## src/rtl/dacu_pkg.sv

```systemverilog
// Shared constants and types for the DAC update controller.
package dacu_pkg;
    localparam int unsigned WORD_W       = 16;
    localparam logic [7:0]  ADDR_CTRL    = 8'h20;
    localparam logic [7:0]  ADDR_REF     = 8'h2C;
    localparam logic [7:0]  ADDR_CH_BASE = 8'h38;
    localparam logic [15:0] CODE_FLUSH   = 16'h0004;
    localparam logic [3:0]  GRP_MODE     = 4'h0;
    localparam logic [3:0]  GRP_CH_BASE  = 4'h2;
    localparam logic [3:0]  GRP_PATTERN  = 4'h6;
    localparam logic [15:0] REF_RESET    = 16'h0080;

    typedef enum logic {SH_IDLE, SH_RUN} shift_state_e;
endpackage

```

## src/rtl/dacu_regs.sv

```systemverilog
// Register decode, setting shadows, mode flags and read mux.
// Assumes at most one write per cycle; reads are combinational on host_addr.
module dacu_regs
    import dacu_pkg::*;
#(
    parameter int unsigned NUM_CH = 4,
    localparam int unsigned NCONV = NUM_CH + 2
) (
    input  logic              clk,
    input  logic              rst_n,
    input  logic              wr,
    input  logic [7:0]        addr,
    input  logic [15:0]       wdata,
    input  logic [NCONV-1:0]  busy,
    input  logic [NCONV-1:0]  pend,
    output logic [15:0]       rdata,
    output logic [NCONV-1:0]  conv_wr,
    output logic              flush,
    output logic              signed_mode
);
    logic [NUM_CH-1:0] ch_hit;
    logic              ref_hit;
    logic              ctrl_hit;
    logic [3:0]        grp;
    logic [15:0]       shadow [NUM_CH];
    logic [15:0]       ref_shadow;
    logic [NUM_CH-1:0] ena;
    logic              pattern;
    logic [15:0]       status;

    // Address decode for each channel setting register
    for (genvar n = 0; n < NUM_CH; n++) begin : g_hit
        assign ch_hit[n] = wr && (addr == ADDR_CH_BASE + 8'(2 * n));
    end

    assign ref_hit  = wr && (addr == ADDR_REF);
    assign ctrl_hit = wr && (addr == ADDR_CTRL);
    assign grp      = wdata[7:4];
    assign conv_wr  = {ref_hit & ~wdata[8], ref_hit & wdata[8], ch_hit};
    assign flush    = ctrl_hit && (wdata == CODE_FLUSH);

    // Setting and reference shadows for readback
    always_ff @(posedge clk) begin
        if (!rst_n) begin
            for (int n = 0; n < NUM_CH; n++) shadow[n] <= '0;
            ref_shadow <= REF_RESET;
        end else begin
            for (int n = 0; n < NUM_CH; n++)
                if (ch_hit[n]) shadow[n] <= wdata;
            if (ref_hit) ref_shadow <= wdata;
        end
    end

    // Control command decode into enable and mode flags
    always_ff @(posedge clk) begin
        if (!rst_n) begin
            ena         <= '0;
            pattern     <= 1'b0;
            signed_mode <= 1'b0;
        end else if (ctrl_hit) begin
            if (grp == GRP_MODE && !wdata[2]) signed_mode <= wdata[1];
            if (grp == GRP_PATTERN) pattern <= wdata[0];
            for (int n = 0; n < NUM_CH; n++)
                if (grp == GRP_CH_BASE + 4'(n)) ena[n] <= wdata[0];
        end
    end

    // Status word assembly
    always_comb begin
        status              = '0;
        status[0]           = |pend;
        status[1]           = busy[NUM_CH] | busy[NUM_CH+1];
        status[4 +: NUM_CH] = busy[NUM_CH-1:0];
        status[8 +: NUM_CH] = ena;
        status[12]          = pattern;
        status[13]          = signed_mode;
    end

    // Read mux
    always_comb begin
        rdata = '0;
        if (addr == ADDR_CTRL) rdata = status;
        if (addr == ADDR_REF)  rdata = ref_shadow;
        for (int n = 0; n < NUM_CH; n++)
            if (addr == ADDR_CH_BASE + 8'(2 * n)) rdata = shadow[n];
    end
endmodule

```

## src/rtl/dacu_slot.sv

```systemverilog
// Per-converter update slot: busy flag, word to shift and one-deep hold.
// Assumes done pulses only while busy; flush and wr never share a cycle.
module dacu_slot
    import dacu_pkg::*;
(
    input  logic              clk,
    input  logic              rst_n,
    input  logic              wr,
    input  logic [WORD_W-1:0] wdata,
    input  logic              flush,
    input  logic              done,
    output logic              busy,
    output logic              pend,
    output logic [WORD_W-1:0] word
);
    logic [WORD_W-1:0] hold_d;

    // Accept writes, queue behind a running update, retire on done
    always_ff @(posedge clk) begin
        if (!rst_n) begin
            busy   <= 1'b0;
            pend   <= 1'b0;
            word   <= '0;
            hold_d <= '0;
        end else begin
            if (done) begin
                if (pend) begin
                    word <= hold_d;
                    pend <= 1'b0;
                end else begin
                    busy <= 1'b0;
                end
            end
            if (flush) pend <= 1'b0;
            if (wr) begin
                if (!busy || (done && !pend)) begin
                    word <= wdata;
                    busy <= 1'b1;
                end else begin
                    hold_d <= wdata;
                    pend   <= 1'b1;
                end
            end
        end
    end
endmodule

```

## src/rtl/dacu_shifter.sv

```systemverilog
// Shared serial engine: picks the lowest busy converter, shifts 16 bits
// MSB first at 2*SCLK_DIV cycles per bit, then pulses done for one cycle.
module dacu_shifter
    import dacu_pkg::*;
#(
    parameter int unsigned NCONV    = 6,
    parameter int unsigned NUM_CH   = 4,
    parameter int unsigned SCLK_DIV = 2,
    localparam int unsigned IDX_W   = $clog2(NCONV),
    localparam int unsigned CNT_W   = $clog2(2 * SCLK_DIV),
    localparam int unsigned BIT_W   = $clog2(WORD_W)
) (
    input  logic                    clk,
    input  logic                    rst_n,
    input  logic [NCONV-1:0]        busy,
    input  logic [NCONV*WORD_W-1:0] words,
    input  logic                    signed_mode,
    output logic [NCONV-1:0]        done,
    output logic                    sclk,
    output logic                    sdo,
    output logic [NCONV-1:0]        sel
);
    localparam logic [CNT_W-1:0] DIV_LAST = CNT_W'(2 * SCLK_DIV - 1);
    localparam logic [CNT_W-1:0] DIV_HALF = CNT_W'(SCLK_DIV);
    localparam logic [BIT_W-1:0] BIT_LAST = BIT_W'(WORD_W - 1);

    shift_state_e      state;
    logic [IDX_W-1:0]  grant;
    logic [IDX_W-1:0]  pick;
    logic [NCONV-1:0]  cand;
    logic [WORD_W-1:0] shreg;
    logic [WORD_W-1:0] load;
    logic [BIT_W-1:0]  bitcnt;
    logic [CNT_W-1:0]  divcnt;

    assign cand = busy & ~done;

    // Lowest-index arbitration among waiting converters
    always_comb begin
        pick = '0;
        for (int i = NCONV - 1; i >= 0; i--)
            if (cand[i]) pick = IDX_W'(i);
    end

    // Word to load, with sign conversion for output channels
    always_comb begin
        load = words[pick * WORD_W +: WORD_W];
        if (signed_mode && (int'(pick) < NUM_CH)) load[WORD_W-1] = ~load[WORD_W-1];
    end

    // Shift sequencing and bit timing
    always_ff @(posedge clk) begin
        if (!rst_n) begin
            state  <= SH_IDLE;
            grant  <= '0;
            shreg  <= '0;
            bitcnt <= '0;
            divcnt <= '0;
            done   <= '0;
        end else begin
            done <= '0;
            if (state == SH_IDLE) begin
                if (|cand) begin
                    state  <= SH_RUN;
                    grant  <= pick;
                    shreg  <= load;
                    bitcnt <= '0;
                    divcnt <= '0;
                end
            end else if (divcnt == DIV_LAST) begin
                divcnt <= '0;
                if (bitcnt == BIT_LAST) begin
                    state       <= SH_IDLE;
                    done[grant] <= 1'b1;
                end else begin
                    shreg  <= shreg << 1;
                    bitcnt <= bitcnt + 1'b1;
                end
            end else begin
                divcnt <= divcnt + 1'b1;
            end
        end
    end

    assign sclk = (state == SH_RUN) && (divcnt >= DIV_HALF);
    assign sdo  = (state == SH_RUN) && shreg[WORD_W-1];
    assign sel  = (state == SH_RUN) ? (NCONV'(1) << grant) : '0;
endmodule

```

## src/rtl/dac_update_ctrl.sv

```systemverilog
// Top level: register port, one update slot per converter, shared shifter.
// Converter index: 0..NUM_CH-1 channels, NUM_CH positive ref, NUM_CH+1 negative ref.
// Assumes NUM_CH is 1 to 4 (the status word has four channel busy bits).
module dac_update_ctrl
    import dacu_pkg::*;
#(
    parameter int unsigned NUM_CH   = 4,
    parameter int unsigned SCLK_DIV = 2,
    localparam int unsigned NCONV   = NUM_CH + 2
) (
    input  logic             clk,
    input  logic             rst_n,
    input  logic             host_wr,
    input  logic [7:0]       host_addr,
    input  logic [15:0]      host_wdata,
    output logic [15:0]      host_rdata,
    output logic             ser_clk,
    output logic             ser_data,
    output logic [NCONV-1:0] ser_sel
);
    logic [NCONV-1:0]        conv_wr;
    logic [NCONV-1:0]        conv_busy;
    logic [NCONV-1:0]        conv_pend;
    logic [NCONV-1:0]        conv_done;
    logic [NCONV*WORD_W-1:0] conv_words;
    logic                    flush;
    logic                    signed_mode;

    dacu_regs #(.NUM_CH(NUM_CH)) u_regs (
        .clk(clk), .rst_n(rst_n), .wr(host_wr), .addr(host_addr),
        .wdata(host_wdata), .busy(conv_busy), .pend(conv_pend),
        .rdata(host_rdata), .conv_wr(conv_wr), .flush(flush),
        .signed_mode(signed_mode)
    );

    // One update slot per converter
    for (genvar i = 0; i < NCONV; i++) begin : g_slot
        dacu_slot u_slot (
            .clk(clk), .rst_n(rst_n), .wr(conv_wr[i]), .wdata(host_wdata),
            .flush(flush), .done(conv_done[i]), .busy(conv_busy[i]),
            .pend(conv_pend[i]), .word(conv_words[i*WORD_W +: WORD_W])
        );
    end

    dacu_shifter #(.NCONV(NCONV), .NUM_CH(NUM_CH), .SCLK_DIV(SCLK_DIV)) u_shift (
        .clk(clk), .rst_n(rst_n), .busy(conv_busy), .words(conv_words),
        .signed_mode(signed_mode), .done(conv_done), .sclk(ser_clk),
        .sdo(ser_data), .sel(ser_sel)
    );
endmodule

```

## config.mk

```make
export PLATFORM = sky130hd
export DESIGN_NAME = dac_update_ctrl
export DESIGN_NICKNAME = d
export VERILOG_FILES = /design/src/rtl/dacu_pkg.sv /design/src/rtl/dacu_regs.sv /design/src/rtl/dacu_slot.sv /design/src/rtl/dacu_shifter.sv /design/src/rtl/dac_update_ctrl.sv
export SDC_FILE = /design/constraint.sdc
export NUM_CORES = 1
export LEC_CHECK = 0
export ABC_CLOCK_PERIOD_IN_PS = 2800
export BUFFER_PORTS_ARGS = -buffer_cell sky130_fd_sc_hd__buf_2
export CAP_MARGIN = 20
export CORE_MARGIN = 1.5
export CORE_UTILIZATION = 42
export CTS_CLUSTER_SIZE = 14
export DETAILED_ROUTE_END_ITERATION = 10
export MAX_ROUTING_LAYER = met4
export PLACE_DENSITY = 0.54
export SYNTH_ARGS = -nofsm -noshare
export SYNTH_HDL_FRONTEND = slang
export SYNTH_SLANG_ARGS = --single-unit
```

## constraint.sdc

```tcl
create_clock -name clk -period 2.8 [get_ports clk]
set_input_delay 0.28 -clock clk [delete_from_list [all_inputs] [get_ports clk]]
set_output_delay 0.28 -clock clk [all_outputs]
set_load 0.05 [all_outputs]
```

Yosys cells after proc, flatten, opt, wreduce, memory -nomap -nowiden

Memories as Yosys holds them, arrays and structs flattened.
Index checks and enable logic that the tools add are counted.

Bits in registers: 258
Memory bits (writable): 64
Input bits: 27
Output and inout port bits: 24
Word-level logic and storage cells: 256
Memories: 1

Memories:

| memory        | depth | width | read ports | clocked after Yosys merged registers in | write ports | RTL line        | RTL |
|---|---|---|---|---|---|---|---|
| u_regs.shadow | 4     | 16    | 4          | 0                                       | 4           | dacu_regs.sv:25 | `logic [15:0] shadow [NUM_CH];` |

$add $sub $neg: 2
Order comparisons: 4
Eq/ne operators: 16
Shift-type cells: 2
Muxes and demuxes: 120
Bitwise gates (word level): 18
Reductions and logical operators: 56

Operators by type and width:

| kind                | count |
|---|---|
| $mux 16             | 37 |
| $shiftx 96x8->16    | 1 |
| $mux 1              | 67 |
| $eq 8x6->1 const B  | 6 |
| $reduce_and 2->1    | 13 |
| $logic_and 1x1->1   | 18 |
| $mux 3              | 6 |
| $eq 16x3->1 const B | 1 |
| $mux 4              | 4 |
| $mux 14             | 1 |
| $logic_not 1->1     | 13 |
| $eq 4x3->1 const B  | 3 |
| $reduce_or 6->1     | 2 |
| $not 1->1           | 9 |
| $eq 4x2->1 const B  | 2 |
| $and 6x6->6         | 1 |
| $logic_or 1x1->1    | 6 |
| $mux 2              | 3 |
| $mux 6              | 1 |
| $not 6->6           | 1 |
| $shl 1x3->6 const A | 1 |
| $or 1x1->1          | 5 |
| $add 4x1->4 const B | 1 |
| $eq 4x4->1 const B  | 1 |
| other kinds (13)    | 15 |

Longest topological paths before layout

Gate-level depths: netlist of run 1.

Word-level depth: 13
Gate-level depth with buffers: 9
Depth with buffers taken out: 6

Hierarchy

From an unflattened synthesis of run 1, not the netlist that was laid out.

Cell total of the unflattened synthesis: 1894
Area total of the unflattened synthesis: 16582.2 µm²

By module, submodules not included:

| module       | instances | cells each | area each (µm²) | sequential area each (µm²) |
|---|---|---|---|---|
| dacu_slot    | 6         | 189        | 1606.5          | 680.7 |
| dacu_regs    | 1         | 449        | 4563.1          | 2362.3 |
| dacu_shifter | 1         | 311        | 2379.8          | 640.6 |

Worst setup path after synthesis of run 1

OpenSTA, ideal clock, no wires.

Path kind: in2out
From: in host_addr[6]
To: out host_rdata[12]
Data arrival time: 2.304 ns
Data required time: 2.520 ns
Setup slack: 0.216 ns
Stages on the path: 6
Buffers on the path: 2
Cells stage by stage: nand4bb_1 > buf_4 > nor4_4 > clkbuf_1 > a222oi_1 > a31oi_1

Cells in the longest elaborated chain, start to end: 7
Elaborated cells between the ends (all ways): 12
Those cells by class: 6 x eq/ne; 6 x mux

RTL lines:

| element               | RTL line              | RTL |
|---|---|---|
| start: declaration    | dac_update_ctrl.sv:14 | `input logic [7:0] host_addr,` |
| $eq 8x6->1            | dacu_regs.sv:82       | `if (addr == ADDR_CTRL) rdata = status;` |
| $mux 14               | dacu_regs.sv:82       |  |
| $mux 16               | dacu_regs.sv:83       | `if (addr == ADDR_REF) rdata = ref_shadow;` |
| $mux 16 (3 in series) | dacu_regs.sv:85       | `if (addr == ADDR_CH_BASE + 8'(2 * n)) rdata = shadow[n];` |
| $mux 16 *             | dacu_regs.sv:85       |  |
| end: declaration      | dac_update_ctrl.sv:16 | `output logic [15:0] host_rdata,` |

Mark *: on every way between the ends. The rest lies on a longest branch, timed or not.

Worst setup path after layout of run 1

Ends and elaborated chain as after synthesis.

==> results.json, run 1 <==
{
  "cts.repair.resized": 0,
  "grt_usage_pct": 25.6,
  "p_seq_share_pct": 48.6,
  "grt_pass1_vias": 11000,
  "final_cell_mix": "dfxtp_1, nand2_1, nor2_1",
  "drc": 0,
  "syn_area_um2": 14500,
  "critPathSlowestCell": "or4_1",
  "synth_area_leader_cell": "dfxtp_1",
  "critPathMaxStageDelay_ns": 0.92,
  "yosysWarnings": 0,
  "netlist_instances": 1572,
  "pwr-share-comb_pct": 3.3,
  "grt_max_degree": 154,
  "initial_core_util_pct": 43.0,
  "crit_required_ns": 2.52,
  "final_max_slew_viol_count": 0,
  "core_area_um2": 33800,
  "max_freq_mhz": 381,
  "fin_crit_ns": 2.63,
  "switching_share_pct": 22.3,
  "cap_violations": 0,
  "leakage_nw": 5.66,
  "drt_iter0_markers": 1091,
  "antenna_cells": 0,
  "cts.reportedPaths.clkPinSlew_ns": 0.05,
  "p_per_area_nw_per_um2": 602,
  "cts_setup_buffers": 0,
  "async_flop_share_pct": 0,
  "internal_power_mw": 7.66,
  "clk_latency_ns": 0.52,
  "die_area_um2": 35700,
  "root_buffer": "clkbuf_16",
  "rsz0062_at_grt": "no",
  "outcome": "finished clean",
  "ios": 51,
  "grt_overflow": 0,
  "avgSynthCellArea_um2": 9.24,
  "synth_top_area_share_pct": 35.6,
  "viasPerCell": 5.74,
  "die_w_um": 189,
  "cts_hold_buf": 0,
  "switching_power_mw": 2.20,
  "hold_class": "in2reg",
  "die_y_um": 189,
  "fill_cells": 3168,
  "place.gp.congestion": 0.841,
  "routed_wl_mm": 44.5,
  "path_cells": "buf_2 -> nand4bb_1 -> or4_1 -> a31oi_1 -> buf_2",
  "timing.setup.tns_ns": 0,
  "arrival_ns": 2.35,
  "grt_pass1_wl_mm": 68.2,
  "htreeDepth": 2,
  "timing.critical_path.mode_cell": "buf_2",
  "drive_gt1_share_pct": 15.2,
  "synth-seq-cells": 322,
  "ys.flop_type": "dfxtp_1",
  "holdWs_ns": 0.122,
  "cts_num_sinks": 322,
  "slew_headroom_pct": 42.1,
  "syn_nets": 1601,
  "p_clk_share_pct": 48.2,
  "nNetsFinal": 1602,
  "ys_types": 70,
  "io_buffers": 50,
  "ys_seq_area_share_pct": 48.8,
  "via_count": 11700,
  "syn_to_final_growth_pct": 12.8,
  "cp-start-kind": "primary input",
  "hpwl_mm": 28.0,
  "drtPass1Iterations": 5,
  "cts_tree": "built",
  "wl_per_cell_um": 21.7,
  "synth_edf_count": 64,
  "final_common_cell": "dfxtp_1",
  "final_antenna_net_count": 0,
  "ir_drop_mv": 0.383,
  "antenna_found_initial": 0,
  "final-setup-viol-count": 0,
  "synth_area_leaders": "dfxtp_1, edfxtp_1, nand2_1",
  "cts_buffers": 37,
  "cp-end-kind": "output port",
  "fin_crit_sh_pct": 93.8,
  "fin_skew_ns": 0.0119,
  "worst_pin_slew_ns": 0.869,
  "hold_violations": 0,
  "path_class": "in2out",
  "max-clock-path-buffers": 3,
  "fp-row-count": 67,
  "worst-path-max-fanout": 17
}
cell type report:
type / count / area (um^2) / share of cell area (%)
inverter: 12 / 52.6 / 0.321
clock inverter: 11 / 85.1 / 0.519
sequential: 322 / 7090 / 43.3
timing repair buffer: 117 / 843 / 5.15
multi-input combinational: 1083 / 6650 / 40.6
clock buffer: 54 / 1100 / 6.74
tap: 448 / 561 / 3.42
worst paths after layout:
check	start	endpoint	slack, ns	depth (start not counted)
hold / removal	host_wdata[7]	g_slot[2].u_slot.hold_d[7]	0.12	3
hold reg to reg	g_slot[5].u_slot.hold_d[8]	g_slot[5].u_slot.hold_d[8]	0.43	2
setup reg to reg	g_slot[1].u_slot.busy	u_shift.shreg[12]	0.44	7
setup / recovery	host_addr[6]	host_rdata[12]	0.17	5
stage by stage:
stage                     setup WS, ns  cells  total power, mW  area, um^2  util [%]
after floorplan                  0.216   1572             5.07       14500         -
after global placement           0.223   1982             5.21       15200      45.0
after detailed placement         0.207   1982             5.21       15200      45.0
after CTS                        0.205   2047             9.96       16400      48.5
after global routing            0.0478   2047             10.2       16400      48.5
final                            0.175   2047             9.87       16400      48.5
logic make-up after synthesis:
| family | after synthesis | share of synthesized area [%] |
|---|---|---|
| xor+xnor | 3 | 0.181 |
| simple gates | 666 | 21.4 |
| flops | 322 | 48.8 |
| fa+ha+maj | 2 | 0.172 |
| compound gates | 303 | 15.2 |
| buf+inv | 167 | 5.51 |
| mux | 109 | 8.75 |
cells in the mapped netlist (3+ instances only):
master      n
a211oi_2   18
a31oi_1    11
a311oi_1   78
inv_1      11
mux4_2     13
a21oi_1    79
nor2b_1     6
o21ai_1    22
buf_1       8
buf_6      12
nor2_1    193
mux2_2     14
o211ai_1    3
buf_4       9
and2_1     62
nor3_1     17
dfxtp_1   258
or4_1       4
edfxtp_1   64
nor4_4      3
a222oi_1   11
nand3_1    95
and3_1      7
o31ai_1     3
nor4_1      4
nand2b_1    8
o21a_1      3
nand2_1   236
a22oi_1    43
clkbuf_1   95
or3_1       4
nor2_2      4
mux2i_1    82
o21ai_0    17
buf_2      30
critical path: cells and delay by family:
| kind | cells | cell delay, ns |
|---|---|---|
| buf+inv | 2 | 0.41 |
| compound gates | 1 | 0.33 |
| simple gates | 2 | 1.31 |
power by group through the flow:
| stage | combinational (mW) | clock [mW] | sequential (mW) |
|---|---|---|---|
| floorplan | 0.183 | 0 | 4.89 |
| global placement | 0.319 | 0 | 4.89 |
| detailed placement | 0.319 | 0 | 4.90 |
| CTS | 0.320 | 4.85 | 4.79 |
| global route | 0.339 | 5.03 | 4.80 |
| finish | 0.321 | 4.75 | 4.79 |
layer usage:
metal	GRT usage [%]	share of wire (%)	wire, um
met4	6.07	2.1	937
met5	-	0	0
met2	38.9	45	20100
met1	35.9	46	20700
met3	3.87	6.3	2780
flip-flops by register name (all words and copies together), names as in the netlist:
register,cells
g_slot.u_slot.busy,6
u_regs.ref_shadow,16
u_shift.shreg,16
u_shift.done,6
g_slot.u_slot.pend,6
u_shift.grant,3
u_regs.pattern,1
u_regs.signed_mode,1
u_shift.divcnt,2
u_regs.ena,4
g_slot.u_slot.hold_d,96
g_slot.u_slot.word,96
u_regs.shadow,64
u_shift.bitcnt,4
u_shift.state,1
(Power assumes the default switching activity.)
==> inputs of run 2 (changes only) <==
- ABC_CLOCK_PERIOD_IN_PS: 2800 -> 2300
- PLACE_DENSITY: 0.54 -> 0.56
- clock period: 2.8 -> 2.3 ns (I/O delays scaled with it)
==> results.json, run 2 (same netlist as run 1, synthesis figures left out) <==
{
  "cts_num_sinks": 322,
  "syn_to_final_growth_pct": 15.9,
  "arrival_ns": 2.08,
  "worst_pin_slew_ns": 1.04,
  "switching_power_mw": 2.63,
  "initial_core_util_pct": 43.0,
  "worst_slack_ns": -0.0107,
  "fp-row-count": 67,
  "root_buffer": "clkbuf_16",
  "ios": 51,
  "cts_tree": "built",
  "hpwl_mm": 29.0,
  "final_antenna_net_count": 0,
  "cts.reportedPaths.clkPinSlew_ns": 0.06,
  "hold_class": "in2reg",
  "switching_share_pct": 21.8,
  "hold_violations": 0,
  "viasPerCell": 5.79,
  "p_clk_share_pct": 48.2,
  "cap_violations": 0,
  "largestRegisters": "g_slot.u_slot.hold_d (96), g_slot.u_slot.word (96), u_regs.shadow (64)",
  "p_seq_share_pct": 48.4,
  "internal_power_mw": 9.43,
  "rr_endpoint": "u_shift.shreg[2]",
  "drc": 0,
  "final_max_slew_viol_count": 0,
  "max_freq_mhz": 433,
  "slew_headroom_pct": 30.4,
  "cp-end-kind": "output port",
  "io_buffers": 50,
  "ir_drop_mv": 0.480,
  "timing.setup.tns_ns": -0.0107,
  "grt_pass1_vias": 11600,
  "final_common_cell": "dfxtp_1",
  "grt_overflow": 0,
  "crit_required_ns": 2.07,
  "final-setup-viol-count": 1,
  "die_w_um": 189,
  "holdWs_ns": 0.0558,
  "worst-path-max-fanout": 2,
  "min_path_cells": 3,
  "rsz0062_at_grt": "yes",
  "drt_iter0_markers": 1089,
  "outcome": "finished with violations",
  "leakage_nw": 5.89,
  "max-clock-path-buffers": 3,
  "fin_crit_sh_pct": 100,
  "die_area_um2": 35700,
  "antenna_cells": 0,
  "antenna_found_initial": 0,
  "path_class": "reg2out",
  "routed_wl_mm": 44.4,
  "regToRegStartpoint": "g_slot[5].u_slot.busy",
  "place.gp.congestion": 0.887,
  "htreeDepth": 2,
  "drive_gt1_share_pct": 17.2,
  "cts_hold_buf": 0,
  "failed_checks": "setup timing",
  "hp-start": "host_wdata[5]",
  "cp-start-kind": "flop",
  "grt_pass1_wl_mm": 68.9,
  "nNetsFinal": 1638,
  "grt_usage_pct": 25.6,
  "clk_latency_ns": 0.52,
  "p_per_area_nw_per_um2": 717,
  "fin_crit_ns": 2.31,
  "whs_endpoint": "u_regs.ref_shadow[5]",
  "wl_per_cell_um": 21.3,
  "cts_buffers": 37,
  "fin_skew_ns": 0.0179,
  "grt_max_degree": 184,
  "pwr-share-comb_pct": 3.5,
  "drtPass1Iterations": 7,
  "r2r.worst_path.cells": 7,
  "finish.utilization_pct": 49.8,
  "r2r_slack_ns": 0.16,
  "die_y_um": 189,
  "final_cell_mix": "dfxtp_1, nand2_1, nor2_1",
  "core_area_um2": 33800,
  "via_count": 12000
}
==> run 2: changes by cell type in the layout (fill, tap and decap cells not counted), moves of 2 or more <==
cell	change
buf_4	+25
buf_12	+11
clkbuf_8	+5
clkinv_2	-4
buf_2	-2
clkbuf_4	+2
==> run 2: cell type report <==
cell class              instances  area (um^2)
well taps                     448          561
inverters                      12         52.6
repair buffers                153         1260
multi-input cells            1083         6670
fillers                      3115        17000
clock buffers                  58         1150
clock inverters                 5         51.3
flip-flops and latches        322         7090
==> run 2: per-layer routing <==
layer	track usage, %	vias to the layer above	wire length (um)
met3	3.02	57	2390
met4	5.74	0	785
met5	-	-	0
met1	35.1	5990	20500
met2	40.6	343	20800
li1	-	5650	-
==> run 2: what timing repair did <==
item | in CTS | in global routing
setup endpoints to repair | 1 | 8
setup buffers | 0 | 1
pin swaps | 4 | 1
gates resized for setup | 3 | 3
==> run 2: power groups by stage <==
stage               clock network (mW)  logic [mW]  registers [mW]
floorplan                            0       0.222            5.95
global placement                     0       0.420            5.95
detailed placement                   0       0.419            5.96
CTS                               5.89       0.420            5.83
global route                      6.14       0.443            5.84
finish                            5.81       0.420            5.83
==> run 2: how the worst max path moves through the flow <==
stage                          start  depth (start not counted)             to  slack [ns]
6_report       g_slot[2].u_slot.pend                          5  host_rdata[0]       -0.01
5_1_grt        g_slot[0].u_slot.pend                          5  host_rdata[0]       -0.04
4_1_cts        g_slot[0].u_slot.pend                          5  host_rdata[0]       -0.01
3_5_place_dp            host_addr[6]                          7  host_rdata[9]        0.06
3_3_place_gp            host_addr[6]                          8  host_rdata[2]        0.09
2_1_floorplan           host_addr[6]                          6  host_rdata[2]       -0.14
==> run 2: through the flow <==
stage / total power [mW] / worst slack [ns] / cells / instance area, um^2
CTS: 12.1 / -0.0147 / 2080 / 16800
finish: 12.1 / -0.0107 / 2081 / 16800
global route: 12.4 / -0.0370 / 2081 / 16800
global placement: 6.37 / 0.0889 / 2017 / 15600
detailed placement: 6.38 / 0.0573 / 2017 / 15600
floorplan: 6.17 / -0.138 / 1572 / 14500
==> run 2: critical path, stage by stage (launching register included) <==
cell      delay [ns]
dfxtp_1         0.34
nor4_4          0.33
nand2_1         0.15
a222oi_1        0.37
nand3_1         0.19
buf_12          0.19
